File: src/rtl/nvw_pkg.sv
package nvw_pkg;

    localparam int NVW_ADDR_W = 16;
    localparam int NVW_DATA_W = 8;
    localparam int NVW_CNT_W  = 5;

    localparam logic [NVW_DATA_W-1:0] UNLOCK_STEP1 = 8'h02;
    localparam logic [NVW_DATA_W-1:0] UNLOCK_STEP2 = 8'h06;

    typedef enum logic {
        TGT_ARRAY = 1'b0,
        TGT_REGS  = 1'b1
    } nvw_tgt_e;

    typedef enum logic [1:0] {
        UL_LOCKED = 2'd0,
        UL_HALF   = 2'd1,
        UL_OPEN   = 2'd2
    } nvw_unlock_e;

    typedef struct packed {
        logic [NVW_CNT_W-1:0]  nbytes;
        logic [NVW_ADDR_W-1:0] first_addr;
        logic [NVW_DATA_W-1:0] first_data;
        nvw_tgt_e              tgt;
        logic                  prot_hit;
    } nvw_txn_t;

    function automatic logic [NVW_CNT_W-1:0] sat_inc(input logic [NVW_CNT_W-1:0] v);
        return (&v) ? v : v + 1'b1;
    endfunction

    function automatic nvw_unlock_e unlock_next(input nvw_unlock_e cur,
                                                input logic [NVW_DATA_W-1:0] val);
        if (val == UNLOCK_STEP1)
            return UL_HALF;
        else if (val == UNLOCK_STEP2 && cur != UL_LOCKED)
            return UL_OPEN;
        else
            return UL_LOCKED;
    endfunction

endpackage

File: src/rtl/nvw_txn_track.sv
module nvw_txn_track
    import nvw_pkg::*;
#(
    parameter int ARR_BITS = 12,
    parameter int NBLK     = 4
) (
    input  logic                  clk,
    input  logic                  rst,
    input  logic                  start,
    input  logic                  stop,
    input  logic                  data_ev,
    input  logic                  data_acked,
    input  logic [NVW_DATA_W-1:0] data_byte,
    input  nvw_tgt_e              tgt,
    input  logic [NVW_ADDR_W-1:0] addr,
    input  logic [NBLK-1:0]       wp_blocks,
    output nvw_txn_t              txn
);
    localparam int BLK_BITS = $clog2(NBLK);

    logic [BLK_BITS-1:0] blk_idx;
    logic                byte_prot;

    assign blk_idx   = addr[ARR_BITS-1 -: BLK_BITS];
    assign byte_prot = (tgt == TGT_ARRAY) && wp_blocks[blk_idx];

    always_ff @(posedge clk) begin
        if (rst || start || stop) begin
            txn <= '0;
        end else if (data_ev && data_acked) begin
            if (txn.nbytes == '0) begin
                txn.first_addr <= addr;
                txn.first_data <= data_byte;
                txn.tgt        <= tgt;
            end
            txn.nbytes   <= sat_inc(txn.nbytes);
            txn.prot_hit <= txn.prot_hit | byte_prot;
        end
    end

endmodule

File: src/rtl/nvw_unlock.sv
module nvw_unlock
    import nvw_pkg::*;
(
    input  logic                  clk,
    input  logic                  rst,
    input  logic                  sr_wr,
    input  logic [NVW_DATA_W-1:0] sr_val,
    output logic                  is_open
);
    nvw_unlock_e state;

    always_ff @(posedge clk) begin
        if (rst)
            state <= UL_LOCKED;
        else if (sr_wr)
            state <= unlock_next(state, sr_val);
    end

    assign is_open = (state == UL_OPEN);

endmodule

File: src/rtl/nvw_busy_timer.sv
module nvw_busy_timer #(
    parameter int WCYC = 600000
) (
    input  logic clk,
    input  logic rst,
    input  logic load,
    output logic busy
);
    localparam int TIMER_W = $clog2(WCYC + 1);

    logic [TIMER_W-1:0] remain;

    always_ff @(posedge clk) begin
        if (rst) begin
            remain <= '0;
            busy   <= 1'b0;
        end else if (load) begin
            remain <= TIMER_W'(WCYC);
            busy   <= 1'b1;
        end else if (busy) begin
            if (remain == TIMER_W'(1))
                busy <= 1'b0;
            remain <= remain - 1'b1;
        end
    end

endmodule

File: src/rtl/nvw_gate_ctrl.sv
module nvw_gate_ctrl
    import nvw_pkg::*;
#(
    parameter int WCYC     = 600000,
    parameter int ARR_BITS = 12,
    parameter int NBLK     = 4,
    parameter int SR_ADDR  = 'h3F,
    parameter int RTC_BASE = 'h30,
    parameter int RTC_LEN  = 8
) (
    input  logic                  clk,
    input  logic                  rst,
    input  logic                  ev_start,
    input  logic                  ev_stop,
    input  logic                  in_byte,
    input  logic                  ev_data,
    input  logic                  data_acked,
    input  logic [NVW_DATA_W-1:0] data_byte,
    input  logic                  tgt,
    input  logic [NVW_ADDR_W-1:0] addr,
    input  logic [NBLK-1:0]       wp_blocks,
    output logic                  commit,
    output logic                  busy,
    output logic                  ack_inhibit
);
    localparam logic [NVW_ADDR_W-1:0] SR_A    = NVW_ADDR_W'(SR_ADDR);
    localparam logic [NVW_ADDR_W-1:0] RTC_LO  = NVW_ADDR_W'(RTC_BASE);
    localparam logic [NVW_ADDR_W-1:0] RTC_HI  = NVW_ADDR_W'(RTC_BASE + RTC_LEN);
    localparam logic [NVW_CNT_W-1:0]  RTC_CNT = NVW_CNT_W'(RTC_LEN);

    nvw_txn_t txn;
    logic     g_start, g_stop, g_data;
    logic     stop_ok, is_status, in_rtc, regs_ok, commit_req, sr_wr, unl_open;

    // every front-end event is dropped while the internal write runs
    assign g_start = ev_start & ~busy;
    assign g_stop  = ev_stop  & ~busy;
    assign g_data  = ev_data  & ~busy;

    nvw_txn_track #(.ARR_BITS(ARR_BITS), .NBLK(NBLK)) u_track (
        .clk        (clk),
        .rst        (rst),
        .start      (g_start),
        .stop       (g_stop),
        .data_ev    (g_data),
        .data_acked (data_acked),
        .data_byte  (data_byte),
        .tgt        (nvw_tgt_e'(tgt)),
        .addr       (addr),
        .wp_blocks  (wp_blocks),
        .txn        (txn)
    );

    assign stop_ok   = g_stop && !in_byte && (txn.nbytes != '0);
    assign is_status = (txn.tgt == TGT_REGS) && (txn.first_addr == SR_A);
    assign in_rtc    = (txn.tgt == TGT_REGS) && (txn.first_addr >= RTC_LO)
                       && (txn.first_addr < RTC_HI);
    assign regs_ok   = !is_status && unl_open && (!in_rtc || txn.nbytes >= RTC_CNT);
    assign sr_wr     = stop_ok && is_status;

    always_comb begin
        commit_req = 1'b0;
        if (stop_ok) begin
            if (txn.tgt == TGT_ARRAY)
                commit_req = !txn.prot_hit;
            else
                commit_req = regs_ok;
        end
    end

    nvw_unlock u_unlock (
        .clk     (clk),
        .rst     (rst),
        .sr_wr   (sr_wr),
        .sr_val  (txn.first_data),
        .is_open (unl_open)
    );

    nvw_busy_timer #(.WCYC(WCYC)) u_timer (
        .clk  (clk),
        .rst  (rst),
        .load (commit_req),
        .busy (busy)
    );

    always_ff @(posedge clk) begin
        if (rst)
            commit <= 1'b0;
        else
            commit <= commit_req;
    end

    assign ack_inhibit = busy;

endmodule

File: config.mk
export PLATFORM = sky130hd
export DESIGN_NAME = nvw_gate_ctrl
export DESIGN_NICKNAME = d
export VERILOG_FILES = /design/src/rtl/nvw_pkg.sv /design/src/rtl/nvw_txn_track.sv /design/src/rtl/nvw_unlock.sv /design/src/rtl/nvw_busy_timer.sv /design/src/rtl/nvw_gate_ctrl.sv
export SDC_FILE = /design/constraint.sdc
export NUM_CORES = 1
export LEC_CHECK = 0
export BUFFER_PORTS_ARGS = -buffer_cell sky130_fd_sc_hd__buf_4
export CORE_UTILIZATION = 33
export CTS_CLUSTER_DIAMETER = 150
export DETAILED_ROUTE_END_ITERATION = 10
export SYNTH_ARGS = -nofsm -noshare
export SYNTH_HDL_FRONTEND = slang
export SYNTH_HIERARCHICAL = 1
export SYNTH_SLANG_ARGS = --single-unit
File: constraint.sdc
create_clock -name clk -period 5.2 [get_ports clk]
set_input_delay 0.26 -clock clk [delete_from_list [all_inputs] [get_ports clk]]
set_output_delay 0.26 -clock clk [all_outputs]
set_load 0.02 [all_outputs]
### Yosys cells after proc, flatten, opt, wreduce, memory -nomap -nowiden

Index checks and enable logic that the tools add are counted.

* add/sub/neg operators: 2
* multiply operators: 0
* div/mod/pow operators: 0
* $lt $le $gt $ge: 4
* equality and inequality tests: 5
* shift-type cells: 0
* mux-type cells: 11
* bitwise gates (word level): 7
* reductions and logical operators: 26

Operators by type and width (number)
* 2-to-1 mux 20 bit: 2
* equality test 20 x 1 -> 1 bit, second input constant: 1
* subtractor 20 x 1 -> 20 bit, second input constant: 1
* equality test 16 x 6 -> 1 bit, second input constant: 1
* >= comparator 16 x 6 -> 1 bit, second input constant: 1
* < comparator 16 x 6 -> 1 bit, second input constant: 1
* logical AND 1 bit: 11
* equality test 8 x 2 -> 1 bit, second input constant: 1
* equality test 8 x 3 -> 1 bit, second input constant: 1
* 2-to-1 mux 1 bit: 6
* adder 5 x 1 -> 5 bit, second input constant: 1
* >= comparator 5 x 4 -> 1 bit, second input constant: 1
* zero test 5 bit: 1
* AND reduction 5 bit: 1
* nonzero test 5 bit: 1
* zero test 1 bit: 4
* 2-to-1 mux 2 bit: 2
* AND reduction 2 bit: 2
* nonzero test 2 bit: 2
* AND 1 bit: 3
* logical OR 1 bit: 3
* < comparator 2 x 3 -> 1 bit, second input constant: 1
* NOT 1 bit: 3
* binary-select mux 1 bit (select 2 bit): 1
* other kinds (3): 3

* bits in registers: 55
* bits in latches: 0
* RAM bits: 0
* bits in read-only memories: 0
* input bits: 36
* output and inout bits: 3
* word-level logic and storage cells: 65
* memories: 0

### Logic depth before layout (Yosys ltp)

Gate-level depths: netlist of the first run.

* depth after elaboration: 9
* depth in mapped cells: 7
* mapped depth without buffers: 6

### Hierarchy

The synthesis of the first run kept the hierarchy.

By module, submodules not included
* nvw_txn_track: instances 1, cells each 149, area an instance 1306.3 um^2, sequential area each 620.6 um^2
* nvw_busy_timer: instances 1, cells each 108, area an instance 1001.0 um^2, sequential area each 420.4 um^2
* nvw_gate_ctrl: instances 1, cells each 21, area an instance 167.7 um^2, sequential area each 20.0 um^2
* nvw_unlock: instances 1, cells each 13, area an instance 112.6 um^2, sequential area each 40.0 um^2

### Least setup slack after synthesis of the first run

OpenSTA, ideal clock, no wires.

* kind: reg-to-reg
* start point: register u_track/txn[21] (netlist name)
* end point: register u_timer.remain[15]
* library setup time: 0.071 ns
* data arrival time: 1.867 ns
* data required time: 5.129 ns
* path slack: 3.262 ns
* cell stages (with the launch flop): 8
* path buffers: 1
* period minus slack after synthesis: 1.938 ns
* cell sequence: dfxtp_1 -> or4b_1 -> nor4_2 -> nor3b_2 -> nor3_1 -> or2_2 -> clkbuf_1 -> a21oi_1

* word-level cells in the longest chain between the ends: 9
* elaborated cells on any way between the ends: 14
* classes of those cells: order compare (2); eq/ne (1); mux (2); reduce/logical (9)

Ends and longest elaborated chain
* >= comparator 16 x 6 -> 1 bit: RTL line nvw_gate_ctrl.sv:56 `assign in_rtc = (txn.tgt == TGT_REGS) && (txn.first_addr >= RTC_LO)`
* logical AND 1 bit: RTL line nvw_gate_ctrl.sv:56
* logical AND 1 bit: RTL line nvw_gate_ctrl.sv:57 `&& (txn.first_addr < RTC_HI);`
* zero test 1 bit: RTL line nvw_gate_ctrl.sv:58 `assign regs_ok = !is_status && unl_open && (!in_rtc || txn.nbytes >= RTC_CNT);`
* logical OR 1 bit: RTL line nvw_gate_ctrl.sv:58
* logical AND 1 bit *: RTL line nvw_gate_ctrl.sv:58
* 2-to-1 mux 1 bit *: RTL line nvw_gate_ctrl.sv:64 `if (txn.tgt == TGT_ARRAY)`
* 2-to-1 mux 1 bit *: RTL line nvw_gate_ctrl.sv:63 `if (stop_ok) begin`
* net commit_req: RTL line nvw_gate_ctrl.sv:33 `logic stop_ok, is_status, in_rtc, regs_ok, commit_req, sr_wr, unl_open;`
* OR reduction 2 bit (no source line) *
* end signal: assignment: RTL line nvw_busy_timer.sv:18 `remain <= TIMER_W'(WCYC);`
* end signal: assignment: RTL line nvw_busy_timer.sv:23 `remain <= remain - 1'b1;`
* end: declaration: RTL line nvw_busy_timer.sv:11 `logic [TIMER_W-1:0] remain;`

Mark *: on every way through the listed nets, which the timed path passes. The rest lies on a longest branch.
A chain may end at the register's enable or synchronous reset.

### Worst setup path in the final report of the first run

* start point: register u_track/txn[21] (netlist name)
* end point: register u_timer.remain[1]

* word-level cells in the longest chain between the ends: 9
* elaborated cells on any way between the ends: 14
* classes of those cells: order compare (2); eq/ne (1); mux (2); reduce/logical (9)

Ends and longest elaborated chain (RTL line)
* >= comparator 16 x 6 -> 1 bit: nvw_gate_ctrl.sv:56
* logical AND 1 bit: nvw_gate_ctrl.sv:56
* logical AND 1 bit: nvw_gate_ctrl.sv:57
* zero test 1 bit: nvw_gate_ctrl.sv:58
* logical OR 1 bit: nvw_gate_ctrl.sv:58
* logical AND 1 bit *: nvw_gate_ctrl.sv:58
* 2-to-1 mux 1 bit *: nvw_gate_ctrl.sv:64
* 2-to-1 mux 1 bit *: nvw_gate_ctrl.sv:63
* net commit_req: nvw_gate_ctrl.sv:33
* OR reduction 2 bit (no source line) *

Marks and branches as above.

==> results of run 1 <==
layer usage:
layer / global-route usage / part of all wire / vias to the layer above
met2: 0.236 / 0.47 / 44
met4: 0.0417 / 0.0090 / 0
met5: 0 / 0 / -
met3: 0.0295 / 0.042 / 5
li1: - / - / 1104
met1: 0.174 / 0.47 / 965
final cells by class:
| type | count | area, um2 |
|---|---|---|
| clock buffer | 5 | 68.8 |
| clock inverter | 3 | 23.8 |
| fill | 758 | 4420 |
| inverter | 10 | 37.5 |
| multi-input combinational | 207 | 1350 |
| sequential | 55 | 1100 |
| tap | 99 | 124 |
| timing repair buffer | 39 | 293 |
per-stage QoR:
stage,instances,setup slack [ps],total power [W],utilization,area (um2)
after floorplan,291,3260,0.000479,-,2590
after global placement,410,3170,0.000506,0.391,2900
after detailed placement,410,3100,0.000507,0.391,2900
after CTS,418,3070,0.000749,0.404,2990
after global routing,418,2910,0.000779,0.404,2990
final,418,3100,0.000739,0.404,2990
sequential cells by signal, indices dropped and copies added, names as in the netlist:
register and flops:
u_unlock/state 2, commit 1, u_timer/remain 20, u_timer/busy 1, u_track/txn 31
cell families after synthesis:
family          share of synthesized area
compound gates                      0.176
xor+xnor                           0.0440
fa+ha+maj                          0.0242
buf+inv                            0.0546
flops                               0.426
mux                                0.0164
simple gates                        0.259
path summary, 6_finish.rpt:
path / startpoint / to / slack, ps / cells after the start
worst max-delay path: u_track/txn[21] / u_timer/remain[1] / 3100 / 6
worst min-delay path: addr[14] / u_track/txn[24] / 200 / 3
worst max register to register: u_track/txn[21] / u_timer/remain[1] / 3100 / 6
worst min register to register: u_track/txn[14] / u_track/txn[14] / 480 / 2
critical path, cell delays in order, from the launching register on:
cell and delay [ps]:
dfxtp_1 320, or4b_1 530, nor4_2 200, nor3b_2 240
nor3_1 90, or2_2 420, a211oi_1 230
power by group:
part	leakage, nW	internal (W)	switching (W)
combinational	0.562	0.0000318	0.0000346
clock	0.0461	0.0000975	0.000144
sequential	0.444	0.000426	0.00000449
placed cells by master (no fill, tap or decap), drive strengths merged, types with 2 or more instances in the layout:
master  instances
inv            10
a31oi           4
nor4b           2
or4b            2
ha              5
or3             6
or4             3
nor3b           2
nand4           5
mux2i           2
dfxtp          55
nor4            7
a21oi          38
xor2           10
nor2           19
o31ai           2
o21ai          31
nand3          31
o32ai           2
xnor2           3
nand4b          3
or2             2
clkbuf          5
nor2b           3
nand3b          4
buf            39
clkinv          2
nor3            4
nand2           7
==> flow_summary_export.csv, run 1 <==
group,metric,value,unit
route,vias,2118,
yosys,synth.distinct_cells,50,
yosys,synth-edff-count,0,
floorplan,die_h,90.6,um
timing,finalMaxSlewViolations,0,
power_and_ir_drop,p_leak,1.05,nW
yosys,ys_ff_latch,55,
yosys,ys_warn_count,6,
global_route,antenna_found_initial,0,
clock_network,hold_buffers,0,
clock_network,post-cts-setup-buffers,0,
timing,finalHoldViolations,0,
placement,gp_congestion,0.740,
clock_network,cts_resized,0,
clock_network,cts.sinks,55,
floorplan,start_util,0.349,
timing,fin_hold_ws,197,ps
route,vias_per_cell,5.07,
global_route,grt_max_degree,32,
clock_network,cts_tree,"done",
yosys,synthArstFlopShare,0,
route,wl,5.33,mm
layout,area_delta_synth_final,15.7,%
timing,worst_slew_pin_slew,1070,ps
timing,fin_crit,2100,ps
timing,finalSetupViolCount,0,
setup_path,critPathKind,"flip-flop to flip-flop",
timing,finalCritPeriodShare,0.404,
floorplan,ios,39,
global_route,grt_usage,0.138,
yosys,synth.avg_cell_area,8.89,um2
run,drv_cap,0,
global_route,grt.overflow.total,0,
timing,skew,10.3,ps
placement,dp_hpwl,3.67,mm
yosys,syn-num-nets,332,
yosys,netlist_area,0.00259,mm2
yosys,seq_area_frac_synth,0.426,
floorplan,num_rows,31,
global_route,grt_pass1_wl,9.42,mm
clock_network,numCtsBuffers,5,
setup_path,start_kind,"flip-flop",
timing,finalSetupTns,0,ps
setup_path,crit_arrival,2330,ps
power_and_ir_drop,max-vdd-ir-drop,108,uV
route,drtAntennaViolNets,0,
setup_path,cp.required,5430,ps
layout,drive_above_1_share,0.207,
placement,io_buffer_count,38,
layout,diodes,0,
route,drc,0,
power_and_ir_drop,power_per_cell_area,247,mW/mm2
yosys,synth_top_flop_cell,"dfxtp_1",
run_status,run_status,"finished clean",
clock_network,clockBufferDepth,2,
route,first_pass_iters,4,
clock_network,htree_num_levels,2,
worst_hold_path,hold_class,"primary input to flip-flop",
floorplan,die_w,90.6,um
timing,max_freq,476,MHz
timing,relSlewSlack,0.288,
clock_network,clk_pin_slew_worst_paths,100,ps
yosys,synth_area_leaders,"dfxtp_1, a21oi_1, nand3_1",
yosys,yosysTopAreaCell,"dfxtp_1",
yosys,synth_top_area_share,0.426,
clock_network,cts_root_buf,"clkbuf_8",
yosys,yosysMostFrequentCell,"dfxtp_1",
route,drtIter0Drc,57,
route,post_drt_wl_per_cell,12.7,um
layout,nets,359,
yosys,synth_common_cells,"dfxtp_1, a21oi_1, nand3_1, nor2_1, o21ai_1",
yosys,synth_cells,291,
clock_network,clk_latency,310,ps
setup_path,critPathMaxFanout,12,
floorplan,core-area,0.00741,mm2
setup_path,crit_path_end_kind,"flip-flop",
global_route,grt_pass1_vias,2082,
timing,rsz0062_at_grt,"false",
floorplan,dieArea,0.00820,mm2
Power figures use the tool's default switching activity.
==> run 2, diff against run 1 <==
--- a/config.mk
+++ b/config.mk
@@ -5,6 +5,7 @@
 export SDC_FILE = /design/constraint.sdc
 export NUM_CORES = 1
 export LEC_CHECK = 0
+export ABC_AREA = 1
 export BUFFER_PORTS_ARGS = -buffer_cell sky130_fd_sc_hd__buf_4
 export CORE_UTILIZATION = 33
 export CTS_CLUSTER_DIAMETER = 150
==> constraint.sdc (replaced) <==
create_clock -name clk -period 1.8 [get_ports clk]
set_input_delay 0.09 -clock clk [delete_from_list [all_inputs] [get_ports clk]]
set_output_delay 0.09 -clock clk [all_outputs]
set_load 0.02 [all_outputs]
==> run 2 against run 1 <==
Clock power rose to 2.9 times the previous value. Register-to-register slack got worse by 2900 ps. Wire length is 13% higher. Worst hold slack got worse by 150 ps. Clock skew increased by 3.8 ps. Non-clock buffer count rose by 3. Sequential share of layout area down 3.6 points. Critical endpoint is now u_track/txn[28]. Largest cell class unchanged.
==> flow_summary_export.csv, run 2 <==
group,metric,value,unit
run_status,run_status,"finished clean",
layout,reg_top3,"u_track/txn: 31 flops, u_timer/remain: 20 flops, u_unlock/state: 2 flops",
run,drv_cap,0,
timing,finalHoldViolations,0,
clock_network,clk_pin_slew_worst_paths,110,ps
clock_network,cts_tree,"done",
timing,skew,14.1,ps
clock_network,numCtsBuffers,5,
route,vias_per_cell,4.61,
global_route,grt_usage,0.146,
yosys,ys_warn_count,6,
setup_path,critPathMaxFanout,10,
floorplan,ios,39,
worst_hold_path,hold_end,"u_track/txn[19]",
setup_path,crit_path_cell_trace,"ha_1, inv_1, nor3_1, ha_1, inv_1, nand3_1, o21ai_0, nand2_1, nor2_1",
global_route,grt.overflow.total,0,
global_route,grt_pass1_vias,2427,
yosys,synthArstFlopShare,0,
yosys,synth-edff-count,0,
floorplan,dieArea,0.00899,mm2
floorplan,die_w,94.8,um
clock_network,clk_latency,310,ps
placement,io_buffer_count,38,
yosys,yosysMostFrequentCell,"nand2_1",
global_route,antenna_found_initial,0,
route,vias,2591,
layout,finalNonFillerCells,562,
yosys,synth.avg_cell_area,6.82,um2
setup_path,r2r.worst_path.cells,9,
timing,worst_slew_pin_slew,482,ps
floorplan,num_rows,33,
power_and_ir_drop,clockPowerShare,0.309,
setup_path,start_kind,"flip-flop",
power_and_ir_drop,p_leak,1.41,nW
placement,gp_congestion,0.870,
layout,diodes,0,
route,drc,0,
power_and_ir_drop,max-vdd-ir-drop,385,uV
setup_path,rr_endpoint,"u_track/txn[28]",
placement,dp_hpwl,4.60,mm
setup_path,crit_path_end_kind,"flip-flop",
yosys,syn-num-nets,458,
power_and_ir_drop,sequentialPowerShare,0.553,
clock_network,cts.sinks,55,
yosys,ys_ff_latch,55,
yosys,seq_area_frac_synth,0.387,
timing,relSlewSlack,0.678,
setup_path,reg2reg_from,"u_track/txn[26]",
layout,top_register,"u_track/txn",
power_and_ir_drop,power_per_cell_area,687,mW/mm2
worst_hold_path,hold_class,"primary input to flip-flop",
layout,drive_above_1_share,0.179,
timing,finalSetupTns,0,ps
yosys,synth_common_cells,"nand2_1, nor2_1, inv_1, dfxtp_1",
yosys,yosysTopAreaCell,"dfxtp_1",
clock_network,htree_num_levels,2,
setup_path,path_delay_family,"simple AND/OR/NAND/NOR gates",
layout,area_delta_synth_final,16.8,%
clock_network,cts_root_buf,"clkbuf_8",
setup_path,cp-startpoint,"u_track/txn[26]",
layout,layout_common_cells,"nand2_1, nor2_1, inv_1",
worst_hold_path,min_from,"addr[9]",
power_and_ir_drop,power_frac_comb,0.138,
layout,finalCoreUtilization,0.402,
placement,dp_cells,554,
timing,finalMaxSlewViolations,0,
global_route,grt_max_degree,28,
route,drtIter0Drc,102,
setup_path,slowest_stage,"dfxtp_1",
floorplan,start_util,0.344,
floorplan,die_h,94.8,um
layout,stdcell_area,0.00332,mm2
route,wl,6.02,mm
yosys,synth_cells,417,
setup_path,worst-path-buf-inv,2,
timing,finalWorstSetupSlack,196,ps
layout,layout_commonest_cell,"nand2_1",
route,post_drt_wl_per_cell,10.7,um
timing,max_freq,624,MHz
timing,fin_crit,1600,ps
setup_path,critPathKind,"flip-flop to flip-flop",
placement,place_area,0.00322,mm2
setup_path,slowest_delay,350,ps
floorplan,core-area,0.00826,mm2
timing,finalCritPeriodShare,0.891,
yosys,synth_top_area_share,0.387,
setup_path,rrSetupSlack,200,ps
timing,rsz0062_at_grt,"false",
route,first_pass_iters,4,
yosys,synth.distinct_cells,31,
timing,finalSetupViolCount,0,
power_and_ir_drop,swShare,0.278,
layout,nets,497,
power_and_ir_drop,p_sw,0.000635,W
setup_path,crit_arrival,1840,ps
placement,pre_cts_ws,208,ps
route,drtAntennaViolNets,0,
worst_hold_path,whs_path_depth,3,
yosys,synth_top_flop_cell,"dfxtp_1",
clock_network,clockBufferDepth,2,
yosys,synth_area_leaders,"dfxtp_1, nand2_1, nor2_1",
global_route,grt_pass1_wl,10.6,mm
power_and_ir_drop,p_int,0.00165,W
yosys,netlist_area,0.00284,mm2
setup_path,cp.required,2040,ps
layout,largest_reg_flops,31,
==> run 2: changes by cell type after synthesis, sizes merged, moves of 6 or more <==
cell / delta
nand2: +85
inv: +52
nor2: +52
o21ai: -14
nand3: +13
clkbuf: -11
xor2: -10
nor4: -7
a21oi: +6
or3: -6
==> run 2: through the flow <==
step / total power, W / hold WS [ps]
after floorplan: 0.00150 / 157
after global placement: 0.00160 / 377
after detailed placement: 0.00161 / 384
after CTS: 0.00231 / 46.1
after global routing: 0.00240 / 43.0
final: 0.00228 / 50.2
==> run 2: cells by family (layout without fill, tap and decap cells) <==
kind of cell | after synthesis | after routing | share of synthesized area
buffers and inverters | 72 | 112 | 0.108
DFF | 55 | 55 | 0.387
AOI/OAI and AO/OA | 66 | 66 | 0.121
adders and majority gates | 5 | 5 | 0.0220
and+or+nand+nor | 219 | 219 | 0.362
==> run 2: worst min-delay path, cell delays in order <==
cell and delay, ps:
buf_4 110, nand3_1 70, a21oi_1 60
==> run 2: layout make-up <==
type	count	area [um2]
fillers	904	4940
multi-input cells	290	1450
flip-flops and latches	55	1100
repair buffers	42	315
inverters	62	234
well taps	105	131
clock buffers	5	68.8
clock inverters	3	25.0
==> run 2: how the worst max path moves through the flow <==
stage / slack, ps / endpoint / cells past startpoint
finish: 200 / u_track/txn[28] / 9
global placement: 230 / u_track/txn[29] / 9
floorplan: 230 / u_timer/remain[1] / 8
global route: 2 / u_timer/remain[15] / 11
detailed placement: 210 / u_timer/remain[1] / 12
CTS: 170 / u_timer/remain[1] / 12
==> run 2: layer usage <==
layer,GRT usage,routed length (um),share of wire
met5,0,0,0
met4,0.0354,40,0.0067
met3,0.0242,166,0.028
met2,0.251,2840,0.47
met1,0.191,2970,0.49
==> run 2: power groups by stage <==
stage               combinational, W  sequential [W]  clock [W]
floorplan                   0.000210         0.00129          0
global placement            0.000311         0.00129          0
detailed placement          0.000314         0.00129          0
CTS                         0.000315         0.00126   0.000733
global route                0.000361         0.00127   0.000775
finish                      0.000314         0.00126   0.000706
==> run 2: timing repair <==
action	CTS	global route
setup buffers	0	0
hold buffers	0	0
hold endpoints to repair	0	0
setup endpoints to repair	0	3
resized for setup	0	4
